## src/rtl/rsp_pkg.sv

```systemverilog
package rsp_pkg;

   localparam int unsigned BR_W   = 4;
   localparam int unsigned ONT_W  = 8;
   localparam int unsigned MAX_ON = 60;

   // nonlinear brightness curve: code -> lit display ticks per slot
   function automatic logic [ONT_W-1:0] on_time(input logic [BR_W-1:0] code);
      logic [ONT_W-1:0] t;
      case (code)
         4'd0:  t = 8'd0;
         4'd1:  t = 8'd1;
         4'd2:  t = 8'd2;
         4'd3:  t = 8'd3;
         4'd4:  t = 8'd4;
         4'd5:  t = 8'd5;
         4'd6:  t = 8'd7;
         4'd7:  t = 8'd9;
         4'd8:  t = 8'd11;
         4'd9:  t = 8'd14;
         4'd10: t = 8'd18;
         4'd11: t = 8'd22;
         4'd12: t = 8'd28;
         4'd13: t = 8'd36;
         4'd14: t = 8'd48;
         default: t = 8'd60;
      endcase
      return t;
   endfunction

endpackage

```

## src/rtl/rsp_prescaler.sv

```systemverilog
module rsp_prescaler #(
   parameter int unsigned DIV = 8
) (
   input  logic clk,
   input  logic rst,
   input  logic osc_tick,
   input  logic div_en,
   output logic disp_tick
);

   generate
      if (DIV < 1) begin : g_bad
         $error("rsp_prescaler: DIV must be at least 1");
      end
      if (DIV == 1) begin : g_bypass
         assign disp_tick = osc_tick;
      end else begin : g_div
         localparam int unsigned CW = $clog2(DIV);
         logic [CW-1:0] cnt_q;
         logic          wrap;

         assign wrap = (cnt_q == CW'(DIV - 1));

         always_ff @(posedge clk) begin
            if (rst) begin
               cnt_q <= '0;
            end else if (osc_tick && div_en) begin
               cnt_q <= wrap ? '0 : cnt_q + 1'b1;
            end
         end

         assign disp_tick = osc_tick && (!div_en || wrap);
      end
   endgenerate

endmodule

```

## src/rtl/rsp_slot_counter.sv

```systemverilog
module rsp_slot_counter #(
   parameter int unsigned ROWS     = 8,
   parameter int unsigned SLOT_CYC = 64,
   localparam int unsigned ROW_W   = $clog2(ROWS),
   localparam int unsigned CYC_W   = $clog2(SLOT_CYC)
) (
   input  logic             clk,
   input  logic             rst,
   input  logic             tick,
   output logic [CYC_W-1:0] cyc,
   output logic [ROW_W-1:0] row
);

   logic [CYC_W-1:0] cyc_q;
   logic [ROW_W-1:0] row_q;
   logic             slot_end;
   logic             frame_end;

   assign slot_end  = (cyc_q == CYC_W'(SLOT_CYC - 1));
   assign frame_end = (row_q == ROW_W'(ROWS - 1));

   always_ff @(posedge clk) begin
      if (rst) begin
         cyc_q <= '0;
         row_q <= '0;
      end else if (tick) begin
         if (slot_end) begin
            cyc_q <= '0;
            row_q <= frame_end ? '0 : row_q + 1'b1;
         end else begin
            cyc_q <= cyc_q + 1'b1;
         end
      end
   end

   assign cyc = cyc_q;
   assign row = row_q;

endmodule

```

## src/rtl/rsp_row_driver.sv

```systemverilog
module rsp_row_driver #(
   parameter int unsigned ROWS      = 8,
   parameter int unsigned SLOT_CYC  = 64,
   parameter int unsigned DARK_ROW  = 0,
   localparam int unsigned ROW_W    = $clog2(ROWS),
   localparam int unsigned CYC_W    = $clog2(SLOT_CYC)
) (
   input  logic                     active,
   input  logic [rsp_pkg::BR_W-1:0] brightness,
   input  logic [ROW_W-1:0]         row,
   input  logic [CYC_W-1:0]         cyc,
   output logic [ROWS-1:0]          row_en
);

   logic [rsp_pkg::ONT_W-1:0] on_cyc;
   logic                      lit;

   assign on_cyc = rsp_pkg::on_time(brightness);
   assign lit    = active && (rsp_pkg::ONT_W'(cyc) < on_cyc);

   generate
      for (genvar r = 0; r < ROWS; r++) begin : g_row
         if (r == DARK_ROW) begin : g_dark
            assign row_en[r] = 1'b0;
         end else begin : g_lit
            assign row_en[r] = lit && (row == ROW_W'(r));
         end
      end
   endgenerate

endmodule

```

## src/rtl/row_scan_pwm.sv

```systemverilog
module row_scan_pwm #(
   parameter int unsigned ROWS      = 8,
   parameter int unsigned SLOT_CYC  = 64,
   parameter int unsigned PRE_DIV   = 8,
   parameter int unsigned DARK_ROW  = 0,
   localparam int unsigned ROW_W    = $clog2(ROWS),
   localparam int unsigned CYC_W    = $clog2(SLOT_CYC)
) (
   input  logic                     clk,
   input  logic                     rst,
   input  logic                     use_ext_osc,
   input  logic                     ext_osc_tick,
   input  logic                     prescale_en,
   input  logic                     sleep_n,
   input  logic                     blank,
   input  logic [rsp_pkg::BR_W-1:0] brightness,
   output logic [ROW_W-1:0]         row_idx,
   output logic [ROWS-1:0]          row_en
);

   generate
      if (ROWS < 2 || (1 << ROW_W) != ROWS) begin : g_rows_bad
         $error("row_scan_pwm: ROWS must be a power of two, at least 2");
      end
      if ((1 << CYC_W) != SLOT_CYC || SLOT_CYC <= rsp_pkg::MAX_ON) begin : g_slot_bad
         $error("row_scan_pwm: SLOT_CYC must be a power of two above the longest on-time");
      end
      if (DARK_ROW >= ROWS) begin : g_dark_bad
         $error("row_scan_pwm: DARK_ROW out of range");
      end
   endgenerate

   logic             osc_tick;
   logic             div_en;
   logic             disp_tick;
   logic [CYC_W-1:0] cyc;
   logic [ROW_W-1:0] row;

   // sleep gates the oscillator at its source, freezing all counters
   assign osc_tick = sleep_n && (use_ext_osc ? ext_osc_tick : 1'b1);
   assign div_en   = use_ext_osc && prescale_en;

   rsp_prescaler #(.DIV(PRE_DIV)) pre_i (
      .clk       (clk),
      .rst       (rst),
      .osc_tick  (osc_tick),
      .div_en    (div_en),
      .disp_tick (disp_tick)
   );

   rsp_slot_counter #(.ROWS(ROWS), .SLOT_CYC(SLOT_CYC)) cnt_i (
      .clk  (clk),
      .rst  (rst),
      .tick (disp_tick),
      .cyc  (cyc),
      .row  (row)
   );

   rsp_row_driver #(.ROWS(ROWS), .SLOT_CYC(SLOT_CYC), .DARK_ROW(DARK_ROW)) drv_i (
      .active     (sleep_n && !blank),
      .brightness (brightness),
      .row        (row),
      .cyc        (cyc),
      .row_en     (row_en)
   );

   assign row_idx = row;

endmodule

```

## config.mk

```make
export PLATFORM = sky130hd
export DESIGN_NAME = row_scan_pwm
export DESIGN_NICKNAME = d
export VERILOG_FILES = /design/src/rtl/rsp_pkg.sv /design/src/rtl/rsp_prescaler.sv /design/src/rtl/rsp_slot_counter.sv /design/src/rtl/rsp_row_driver.sv /design/src/rtl/row_scan_pwm.sv
export SDC_FILE = /design/constraint.sdc
export NUM_CORES = 1
export LEC_CHECK = 0
export BUFFER_PORTS_ARGS = -buffer_cell sky130_fd_sc_hd__buf_4
export CAP_MARGIN = 20
export CORE_MARGIN = 3
export CORE_UTILIZATION = 29
export DETAILED_ROUTE_END_ITERATION = 10
export GPL_ROUTABILITY_DRIVEN = 0
export GPL_TIMING_DRIVEN = 0
export PLACE_DENSITY = 0.48
export SLEW_MARGIN = 20
export SYNTH_ARGS = -nofsm -noshare
export SYNTH_HDL_FRONTEND = slang
export SYNTH_SLANG_ARGS = --single-unit
export TNS_END_PERCENT = 5
```

## constraint.sdc

```tcl
create_clock -name clk -period 1.9 [get_ports clk]
set_input_delay 0.095 -clock clk [delete_from_list [all_inputs] [get_ports clk]]
set_output_delay 0.095 -clock clk [all_outputs]
set_load 0.005 [all_outputs]
```

== After elaboration in Yosys (flattened, before gate mapping) ==
Memories as Yosys holds them, arrays and structs flattened.
Cells that the tools add are included.
Word-level totals
  output and inout bits: 11
  bits in registers: 12
  input port bits: 11
  memory bits (read-only): 96
  memories: 1
  word-level logic and storage cells: 38
Operators by class
  multiplexer cells: 4
  $add $sub $neg: 3
  order comparisons: 1
  reduce and logical (&&, ||, !) cells: 17
  equal/unequal tests: 9
Memories
  (no name shown): depth 16, width 6, rd ports 1, clocked after memory_dff 0, write ports 0, line rsp_pkg.sv:10  | case (code)
Operators with widths (number)
  3-bit equality test (second input constant): 5
  1-bit logical AND: 13
  6-bit by 8-bit < comparator with 1-bit output: 1
  3-bit by 1-bit adder with 3-bit output (second input constant): 2
  6-bit by 1-bit adder with 6-bit output (second input constant): 1
  3-bit by 2-bit equality test with 1-bit output (second input constant): 2
  6-bit equality test (second input constant): 1
  3-bit two-way mux: 2
  6-bit two-way mux: 1
  3-bit by 1-bit equality test with 1-bit output (second input constant): 1
  1-bit zero test: 2
  2-bit AND reduction: 1
  1-bit logical OR: 1
  1-bit two-way mux: 1

== Longest topological paths before layout ==
  depth in word-level cells: 5
  mapped depth: 10
  gate-level depth less buffers: 10

== Cells and area by module ==
From an unflattened synthesis, not the netlist that was laid out.
Unflattened totals
  cell total of the unflattened synthesis: 136
  area total of the unflattened synthesis: 1169.9 um^2
Modules (own cells, without submodules)
  rsp_row_driver: times used 1, cells an instance 73, area an instance 569.3 um^2, sequential area each 0.0 um^2
  rsp_slot_counter: times used 1, cells an instance 43, area an instance 414.1 um^2, sequential area each 180.2 um^2
  rsp_prescaler: times used 1, cells an instance 16, area an instance 162.7 um^2, sequential area each 60.1 um^2
  row_scan_pwm: times used 1, cells an instance 4, area an instance 23.8 um^2, sequential area each 0.0 um^2

== Worst setup path after synthesis ==
OpenSTA, ideal clock, no wires.
  path kind: input port to output port
  from: input port brightness[0] in the netlist's numbering
  to: output port row_en[1]
  path buffers: 0
  arrival time: 1715 ps
  path slack: 90 ps
  required time: 1805 ps
  stages: 9
  cell sequence: inv_1 -> ha_1 -> a21oi_1 -> a22oi_1 -> ha_1 -> a211oi_1 -> nand3_1 -> o22a_4 -> nor3b_1
On the way
  cells in the longest elaborated chain, start to end: 4
RTL lines
  start, declared: line row_scan_pwm.sv:16  | input logic [rsp_pkg::BR_W-1:0] brightness,
  memory 16 x 6 bit
  6-bit by 8-bit < comparator with 1-bit output: line rsp_row_driver.sv:19  | assign lit = active && (rsp_pkg::ONT_W'(cyc) < on_cyc);
  1-bit logical AND: line rsp_row_driver.sv:19
  1-bit logical AND: line rsp_row_driver.sv:26  | assign row_en[r] = lit && (row == ROW_W'(r));
  end, declared: line row_scan_pwm.sv:18  | output logic [ROWS-1:0] row_en
Every way passes these cells.

== Worst setup path after layout ==
  from: register cnt_i.cyc_q[0] (netlist: cnt_i.cyc[0])
  to: output port row_en[2]
On the way
  cells in the longest elaborated chain, start to end: 3
RTL lines
  start, declared: line rsp_slot_counter.sv:14  | logic [CYC_W-1:0] cyc_q;
  start signal, assigned: line rsp_slot_counter.sv:31  | cyc_q <= cyc_q + 1'b1;
  6-bit by 8-bit < comparator with 1-bit output: line rsp_row_driver.sv:19
  1-bit logical AND: line rsp_row_driver.sv:19
  1-bit logical AND: line rsp_row_driver.sv:26
Every way passes these cells.

==> impl_metrics.toml <==
[finish]
nets = 191
stdcell_area_mm2 = 0.001450
drive_gt1_frac = 0.2722
n_fill_cell = 374
final_cells = 204
n_antenna_cell = 0
utilization = 0.4181
area_growth_pct = 33.53

[sta]
fin_crit_ps = 1942
max_freq_mhz = 515.0
finalWorstSetupSlack_ps = -41.73
fin_hold_ws_ps = 42.23
fin_skew_ps = 5.637
fin_crit_sh = 1.022
drv_slew = 0
hold_viol = 0
rsz0062_at_grt = "true"
setup_viol = 2
timing.setup.tns_ps = -66.64

[critical_path]
cp.required_ps = 1800
worstPathArrival_ps = 1850
crit_type = "flop to primary output"
crit_fanout = 7
crit_chain = "or4b_1 -> o311a_1 -> o22a_4 -> nor3b_2 -> buf_4"
cpPeakStageDelay_ps = 540
cp-end-kind = "primary output"
crit_path_start_kind = "flop"
cp_slowest_cell = "or4b_1"

[clocking]
cts_tree = "yes"
numCtsBuffers = 3
path_clk_slew_ps = 60
cts.sinks = 12
cts_hold_buf = 0
cts.path.max_buffers = 2
htree_levels = 1
root_buffer = "clkbuf_8"
worstSkewPairLatency_ps = 240

[placed_design]
hpwl_um = 1849
dp.cells = 198
dpl_cell_area_mm2 = 0.001286
dp_worst_setup_slack_ps = -310.2
numPortBuffers = 19

[power_and_ir_drop]
swShare = 0.2639
p_comb_frac = 0.218
power.leakage_nw = 0.6107
pwr-share-seq = 0.386
p_sw_mw = 0.1868
vdd_drop_max_mv = 0.2942
total_power_mw = 0.7080
powerDensity_mw_per_mm2 = 488.2
p_int_mw = 0.5212
pwr-share-clk = 0.395

[synthesis]
synth_cell_types = 33
ys_seq_area_frac = 0.2212
synth_cells = 133
yosys_warnings = 0
syn_area_mm2 = 0.001086
synth_nets = 165
syn_area_per_cell_um2 = 8.166
synth_seq_cells = 12

[global_routing]
grt_max_degree = 11
grt_pass1_wl_um = 3967
antenna_found_initial = 0
grt_pass1_vias = 857
grt_overflow = 0
grt_usage = 0.1159

[floorplanning]
num_rows = 21
start_util = 0.3131
fp.dieArea_mm2 = 0.004515
dieHeight_um = 67.20
dieWidth_um = 67.20
core_mm2 = 0.003468
io_pins = 22

[outcome]
status = "finished, violations left"
failed_checks = "negative setup slack"

[detailed_routing]
drt_pass1_iterations = 4
wl_per_cell_um = 11.88
drt-vias-per-instance = 4.868
wl_um = 2424
drtIter0Drc = 23
route.vias.total = 993
ant_nets = 0
drc = 0

[job]
drv_cap = 0

[hold_path]
hold_path.class = "input pin to flop"
-- layer usage --
layer  global-route usage  vias up  wire length, um
met3              0.04160        2              100
met2               0.2012       16             1180
met1               0.1371      452             1130
li1                     -      523                -
met5                    0        -                0
met4              0.02278        0               12
-- cells by family (layout without fill, tap and decap cells) --
| logic type | Yosys count | after routing | share of synthesized area |
|---|---|---|---|
| buffers and inverters | 17 | 42 | 0.07027 |
| xor gates and xnor gates | 3 | 3 | 0.02420 |
| muxes | 5 | 5 | 0.04608 |
| and+or+nand+nor | 51 | 51 | 0.2465 |
| AOI/OAI and AO/OA | 23 | 23 | 0.1463 |
| DFF | 12 | 12 | 0.2212 |
| other | 1 | 1 | 0.003453 |
| adders and majority gates | 21 | 21 | 0.2419 |
-- cell type report --
cell class / count / area, um^2 / share of cell area
buffer: 4 / 30.03 / 0.02071
clock buffer: 4 / 55.05 / 0.03796
inverter: 13 / 63.81 / 0.04400
multi-input combinational: 104 / 818.3 / 0.5643
sequential: 12 / 242.7 / 0.1674
tap: 46 / 57.56 / 0.03969
timing repair buffer: 21 / 182.7 / 0.1260
-- worst paths after layout --
| path | start | to | slack, ps | depth (start not counted) |
|---|---|---|---|---|
| worst max-delay path | cnt_i.cyc[0] | row_en[2] | -40 | 5 |
| worst min-delay path | rst | cnt_i.cyc[3] | 40 | 2 |
| worst max register to register | pre_i.g_div.cnt_q[0] | cnt_i.row[2] | 230 | 6 |
| worst min register to register | pre_i.g_div.cnt_q[2] | pre_i.g_div.cnt_q[2] | 520 | 2 |
-- what timing repair did --
item,4_1_cts,5_1_grt
hold endpoints to repair,0,0
setup buffers,2,0
resized for setup,24,2
setup endpoints to repair,7,11
pin swaps,10,2
-- power groups by stage --
stage                     clock [mW]  sequential (mW)  combinational, mW
final                          0.280            0.274              0.155
after global routing           0.298            0.275              0.173
after CTS                      0.287            0.273              0.155
after detailed placement           0            0.277              0.128
after global placement             0            0.277              0.126
after floorplan                    0            0.273             0.0897
-- registers in the layout (all words and copies together) (netlist names) --
register and flops:
pre_i.g_div.cnt_q 3, cnt_i.cyc 6, cnt_i.row 3
-- cells in the final DEF, fill, tap and decap left out, types with 2 or more instances in the layout --
| cell | instances |
|---|---|
| nor3b_2 | 2 |
| nor3_2 | 2 |
| mux2i_1 | 5 |
| inv_8 | 2 |
| buf_4 | 21 |
| nand4_1 | 6 |
| dfxtp_1 | 10 |
| o21ai_0 | 3 |
| clkbuf_8 | 4 |
| buf_12 | 2 |
| nand2b_1 | 2 |
| nand3_1 | 4 |
| nand2_1 | 8 |
| nor2_1 | 14 |
| a211oi_2 | 2 |
| xnor2_1 | 3 |
| ha_1 | 20 |
| nand3b_1 | 3 |
| dfxtp_2 | 2 |
| a21oi_1 | 8 |
| nor3_1 | 3 |
| inv_1 | 11 |
| nor4_1 | 2 |
| o31ai_1 | 3 |
-- cell usage after synthesis --
master | count | area (um^2)
a211oi_1 | 3 | 22.52
a21oi_1 | 9 | 45.04
a22oi_1 | 1 | 7.510
and3b_1 | 1 | 8.760
buf_2 | 1 | 5.000
buf_4 | 1 | 7.510
buf_6 | 1 | 11.26
clkbuf_1 | 1 | 3.750
conb_1 | 1 | 3.750
dfxtp_1 | 12 | 240.2
ha_1 | 21 | 262.8
inv_1 | 13 | 48.80
mux2i_1 | 5 | 50.05
nand2_1 | 8 | 30.03
nand2b_1 | 2 | 12.51
nand3_1 | 4 | 20.02
nand3b_1 | 3 | 22.52
nand4_1 | 6 | 37.54
nor2_1 | 15 | 56.30
nor2b_1 | 1 | 6.260
nor3_1 | 4 | 20.02
nor3_2 | 1 | 10.01
nor3b_1 | 2 | 15.01
nor4_1 | 2 | 12.51
o21ai_0 | 3 | 15.01
o22a_4 | 1 | 17.52
o311a_1 | 1 | 10.01
o31ai_1 | 3 | 22.52
o32a_1 | 1 | 10.01
o41ai_1 | 1 | 8.760
or3_1 | 1 | 6.260
or4b_1 | 1 | 10.01
xnor2_1 | 3 | 26.28
-- critical path: cells and delay by family, from the launching register on --
family	cells	cell delay, ps
DFF	1	350
and+or+nand+nor	2	700
buffers and inverters	1	130
AOI/OAI and AO/OA	2	420
Note: power is estimated with default switching activity, not from simulation.
